<file path="config.mk">
export PLATFORM = sky130hd
export DESIGN_NAME = tiled_addr_gen
export DESIGN_NICKNAME = d
export VERILOG_FILES = /design/src/rtl/tta_pkg.sv /design/src/rtl/tta_slot_map.sv /design/src/rtl/tta_offset_calc.sv /design/src/rtl/tiled_addr_gen.sv
export SDC_FILE = /design/constraint.sdc
export NUM_CORES = 1
export LEC_CHECK = 0
export ABC_CLOCK_PERIOD_IN_PS = 15300
export CORE_MARGIN = 8
export CORE_UTILIZATION = 50
export DETAILED_ROUTE_END_ITERATION = 12
export PLACE_DENSITY = 0.7
export SLEW_MARGIN = 20
export SYNTH_ARGS = -nofsm -noshare
export SYNTH_HDL_FRONTEND = slang
export SYNTH_SLANG_ARGS = --single-unit
</file>
<file path="constraint.sdc">
create_clock -name clk -period 15.3 [get_ports clk]
set_input_delay 1.53 -clock clk [delete_from_list [all_inputs] [get_ports clk]]
set_output_delay 1.53 -clock clk [all_outputs]
set_load 0.005 [all_outputs]
</file>
<file path="src/rtl/tta_pkg.sv">
package tta_pkg;
    localparam int TILE_LOG   = 12; // 4 KB tile
    localparam int TILE_PX    = 5;  // 32 pixels per tile edge
    localparam int SUB_PX     = 4;  // 16 pixels per subtile edge
    localparam int PITCH_W    = 16;
    localparam int BPP_LOG    = 2;  // 4 bytes per pixel
endpackage

</file>
<file path="src/rtl/tta_slot_map.sv">
module tta_slot_map (
    input  logic       sub_x,
    input  logic       sub_y,
    input  logic       odd_row,
    output logic [1:0] slot
);
    // even: (0,0)->0 (0,1)->1 (1,1)->2 (1,0)->3 ; odd rows flip the upper slot bit
    always_comb begin
        slot = {sub_x ^ odd_row, sub_x ^ sub_y};
    end
endmodule

</file>
<file path="src/rtl/tta_offset_calc.sv">
module tta_offset_calc #(
    parameter int CW = 12,
    parameter int OW = 32
) (
    input  logic                      tiled,
    input  logic [CW-1:0]             width,
    input  logic [CW-1:0]             height,
    input  logic [tta_pkg::PITCH_W-1:0] pitch,
    input  logic [CW-1:0]             x,
    input  logic [CW-1:0]             y,
    output logic [OW-1:0]             offset,
    output logic                      err
);
    import tta_pkg::*;

    localparam int RW = CW - TILE_PX;     // tile row/col index width
    localparam int TW = CW - TILE_PX + 1; // tiles-per-row width

    logic [CW:0]     width_rnd;
    logic [TW-1:0]   tiles_per_row;
    logic [RW-1:0]   tile_row;
    logic [RW-1:0]   tile_col;
    logic [TW-1:0]   tile_pos;
    logic [1:0]      slot;
    logic [OW-1:0]   tile_idx;
    logic [OW-1:0]   tiled_off;
    logic [OW-1:0]   lin_off;
    logic [TILE_LOG-1:0] in_tile;

    tta_slot_map u_slot (
        .sub_x   (x[SUB_PX]),
        .sub_y   (y[SUB_PX]),
        .odd_row (y[TILE_PX]),
        .slot    (slot)
    );

    always_comb begin
        width_rnd     = {1'b0, width} + (CW+1)'(31);
        tiles_per_row = width_rnd[CW:TILE_PX];
        tile_row      = y[CW-1:TILE_PX];
        tile_col      = x[CW-1:TILE_PX];
        if (y[TILE_PX]) begin
            tile_pos = tiles_per_row - TW'(1) - TW'(tile_col);
        end else begin
            tile_pos = TW'(tile_col);
        end
        tile_idx  = OW'(tile_row) * OW'(tiles_per_row) + OW'(tile_pos);
        in_tile   = {slot, y[3:2], x[3:2], y[1:0], x[1:0], 2'b00};
        tiled_off = (tile_idx << TILE_LOG) | OW'(in_tile);
        lin_off   = OW'(y) * OW'(pitch) + (OW'(x) << BPP_LOG);
        err       = (x >= width) || (y >= height);
        if (err) begin
            offset = '0;
        end else if (tiled) begin
            offset = tiled_off;
        end else begin
            offset = lin_off;
        end
    end
endmodule

</file>
<file path="src/rtl/tiled_addr_gen.sv">
module tiled_addr_gen #(
    parameter int CW = 12,
    parameter int OW = 32
) (
    input  logic                        clk,
    input  logic                        rst_n,
    input  logic                        cfg_tiled,
    input  logic [CW-1:0]               cfg_width,
    input  logic [CW-1:0]               cfg_height,
    input  logic [tta_pkg::PITCH_W-1:0] cfg_pitch,
    input  logic                        scan_start,
    input  logic                        req_valid,
    output logic                        req_ready,
    input  logic [CW-1:0]               req_x,
    input  logic [CW-1:0]               req_y,
    output logic                        out_valid,
    input  logic                        out_ready,
    output logic [OW-1:0]               out_offset,
    output logic                        out_last,
    output logic                        out_err
);
    typedef struct packed {
        logic          busy;
        logic [CW-1:0] cx;
        logic [CW-1:0] cy;
        logic          vld;
        logic [OW-1:0] off;
        logic          last;
        logic          err;
    } state_t;

    state_t st_d, st_q;

    logic          load;
    logic [CW-1:0] calc_x;
    logic [CW-1:0] calc_y;
    logic [OW-1:0] calc_off;
    logic          calc_err;
    logic          end_col;
    logic          end_img;
    logic          scan_busy;

    tta_offset_calc #(.CW(CW), .OW(OW)) u_calc (
        .tiled  (cfg_tiled),
        .width  (cfg_width),
        .height (cfg_height),
        .pitch  (cfg_pitch),
        .x      (calc_x),
        .y      (calc_y),
        .offset (calc_off),
        .err    (calc_err)
    );

    always_comb begin
        st_d      = st_q;
        load      = !st_q.vld || out_ready;
        req_ready = load && !st_q.busy && !scan_start;
        calc_x    = st_q.busy ? st_q.cx : req_x;
        calc_y    = st_q.busy ? st_q.cy : req_y;
        end_col   = (st_q.cx == cfg_width - CW'(1));
        end_img   = end_col && (st_q.cy == cfg_height - CW'(1));
        if (load) begin
            st_d.vld  = 1'b0;
            st_d.last = 1'b0;
        end
        if (!st_q.busy) begin
            if (scan_start) begin
                if (cfg_width != '0 && cfg_height != '0) begin
                    st_d.busy = 1'b1;
                    st_d.cx   = '0;
                    st_d.cy   = '0;
                end
            end else if (req_valid && req_ready) begin
                st_d.vld  = 1'b1;
                st_d.off  = calc_off;
                st_d.err  = calc_err;
                st_d.last = 1'b0;
            end
        end else if (load) begin
            st_d.vld  = 1'b1;
            st_d.off  = calc_off;
            st_d.err  = calc_err;
            st_d.last = end_img;
            if (end_img) begin
                st_d.busy = 1'b0;
            end
            if (end_col) begin
                st_d.cx = '0;
                st_d.cy = st_q.cy + CW'(1);
            end else begin
                st_d.cx = st_q.cx + CW'(1);
            end
        end
    end

    always_ff @(posedge clk) begin
        if (!rst_n) begin
            st_q <= '0;
        end else begin
            st_q <= st_d;
        end
    end

    assign out_valid  = st_q.vld;
    assign out_offset = st_q.off;
    assign out_last   = st_q.last;
    assign out_err    = st_q.err;
    assign scan_busy  = st_q.busy;
endmodule

</file>
==> flow_metrics.tcl <==
set metrics [dict create \
    status "finished, final reports clean" \
    slew_viol_final 0 \
    relSlewSlack_pct 45.5 \
    drc 0 \
    cts-resized-gates 0 \
    ant_nets 0 \
    clock_latency_ps 340 \
    worst_pin_slew_ps 795 \
    postCtsSetupBuffers 0 \
    holdWs_ps 457 \
    crit_top_cell "inv_1" \
    io_pins 106 \
    drt_iter0_drc 777 \
    finalHoldViolCount 0 \
    drt-pass1-iter-count 6 \
    finClkSkew_ps 14.2 \
    n_antenna_cell 0 \
    cp.arrival_ps 8930 \
    grt_pass1_vias 11400 \
    p_leak_nw 7.17 \
    period_share_pct 57.0 \
    cts_max_level 3 \
    final_cell_mix "inv_1 (303), nand2_1 (213), fa_1 (192)" \
    clk_pin_slew_ps 60 \
    grt_max_degree 37 \
    multiInputGateArea_um2 10400 \
    cts_sinks 57 \
    synth-seq-cells 57 \
    async_flop_share_pct 0 \
    cts_tree "built" \
    setup_viol 0 \
    rsz0062_at_grt "false" \
    cts_hold_buf 0 \
    critical_path.max_fanout 7 \
    max_stage_delay_ps 620 \
    setup_tns_ps 0 \
    synth-edff-count 0 \
    crit_type "in2reg" \
    area_growth_pct 10.7 \
    track_usage_pct 23.5 \
    overflow 0 \
    synth_area_um2 13100 \
    drive_above_1_share_pct 3.27 \
    yosys_warnings 0 \
    total_power_w 0.00209 \
    antenna_found_initial 0 \
    clk_path_buf_depth 2 \
    synth_flop_cell "dfxtp_1" \
    final_nets 2051 \
    maxCapViolations 0 \
    postSynthAreaPerCell_um2 8.16 \
    synth_cell_types 65 \
    fin_ws_ps 6580 \
    fillers 2406 \
    dieArea_um2 31700 \
    dr_total_vias 10900 \
    core.rowCount 59 \
    wl_met3_um 2450 \
    critPathSlowestCell "xnor2_1" \
    dp.final_hpwl_um 29300 \
    post-place-ws_ps 6350 \
    clockRootBuffer "clkbuf_16" \
    ir_drop_mv 0.175 \
    grt_pass1_wl_um 59000 \
    drt-met1-wl_um 15400 \
    gp_congestion 0.925 \
    required_ps 15510 \
    synthTopCellsByArea "fa_1 (29%), ha_1 (14%), dfxtp_1 (8.7%)" \
    synth_top_cell_area_share_pct 29.2 \
    ys_seq_area_share_pct 8.68 \
    wl_um 36100 \
    die_y_um 178 \
    synth_top_cell_by_area "fa_1" \
    top_layer "met4" \
    start_util_pct 50.7 \
    die_w_um 178 \
    core_area_um2 25900 \
    drt-vias-per-instance 5.47 \
    cp_top_family "adder cells" \
    wl_met2_um 17100 \
    numCtsBuffers 9 \
    detail_route.wl_per_cell_um 18.2 \
    crit_buf_inv 5 \
    io_buffer_count 102 \
    p_per_area_nw_per_um2 144 \
    clock.fmax_mhz 115 \
    synthCells 1611 \
    critPathLaunchType "input pin" \
    period_needed_ps 8720 \
    critPathCaptureType "register" \
    register_area_um2 1140 \
    hold_class "reg2reg" \
    final_common_cell "inv_1" \
]
[state kept, by name, indices dropped and copies added, names as in the netlist]
| signal | count |
|---|---|
| out_offset | 29 |
| scan_busy | 1 |
| out_valid | 1 |
| out_err | 1 |
| out_last | 1 |
| st_q | 24 |
[worst min-delay path, delay by kind of cell, from the launching register on]
family | cells | cell delay [ps]
DFF | 1 | 310
and+or+nand+nor | 1 | 50
AOI/OAI and AO/OA | 1 | 50
[routing by layer]
layer  vias to the layer above  global-route usage (%)
met5                         -                       0
met4                         0                    7.64
met3                        64                    4.32
met2                       321                    39.1
met1                      5353                    30.5
li1                       5121                       -
[layout make-up]
type | instances | area share (%)
Clock buffer | 12 | 1.76
Clock inverter | 4 | 0.516
Inverter | 304 | 7.84
Multi-Input combinational cell | 1155 | 71.3
Sequential cell | 57 | 7.84
Tap cell | 335 | 2.88
Timing Repair Buffer | 118 | 7.84
[logic make-up after synthesis]
logic type               share of synthesized area [%]
multiplexers                                      2.14
flip-flops                                        8.68
XOR/XNOR                                          5.84
buffers and inverters                             12.4
other                                           0.0285
adder cells (fa/ha/maj)                           43.0
AO/OA/AOI/OAI                                     10.1
AND/OR/NAND/NOR                                   17.9
[cell usage after synthesis, types with 3 or more instances]
library cell / count
nand3_1: 24
a31oi_1: 6
nand2_1: 213
nor3b_1: 3
fa_1: 192
nor3_1: 22
a21oi_1: 46
o21bai_1: 5
mux2_2: 9
a41oi_1: 4
mux2i_1: 18
buf_4: 32
o21a_1: 8
a21o_1: 21
dfxtp_1: 57
xnor2_1: 54
nor2_1: 94
and3_1: 8
o21ai_0: 51
a32oi_1: 4
nand4_1: 15
a22o_1: 4
nor4_1: 10
nor2b_1: 13
inv_1: 304
ha_1: 144
or3_1: 5
a22oi_1: 18
a211oi_1: 8
clkbuf_1: 56
xor2_1: 31
and2_1: 68
buf_1: 7
a211o_1: 3
nand2b_1: 9
o22ai_1: 8
[report_power, final]
part / switching (W) / internal [W] / leakage [nW]
sequential: 0.0000148 / 0.000168 / 0.462
clock: 0.0000805 / 0.000152 / 0.155
combinational: 0.000966 / 0.000712 / 6.56
total: 0.00106 / 0.00103 / 7.17
[metrics by stage]
stage | instance area, um^2 | cells | utilization (%)
6_report | 14600 | 1985 | 56.2
5_1_grt | 14600 | 1985 | 56.2
4_1_cts | 14600 | 1985 | 56.2
3_5_place_dp | 14200 | 1969 | 54.9
3_3_place_gp | 14200 | 1969 | 54.9
2_1_floorplan | 13100 | 1613 | -
[final timing paths]
kind                            depth (start not counted)              to          start  slack [ps]
worst min register to register                          2   out_offset[3]  out_offset[3]         460
worst min-delay path                                    2   out_offset[3]  out_offset[3]         460
worst max-delay path                                   31  out_offset[27]   cfg_width[0]        6580
worst max register to register                         23  out_offset[27]      scan_busy        8010
Note: power is estimated with default switching activity, not from simulation.
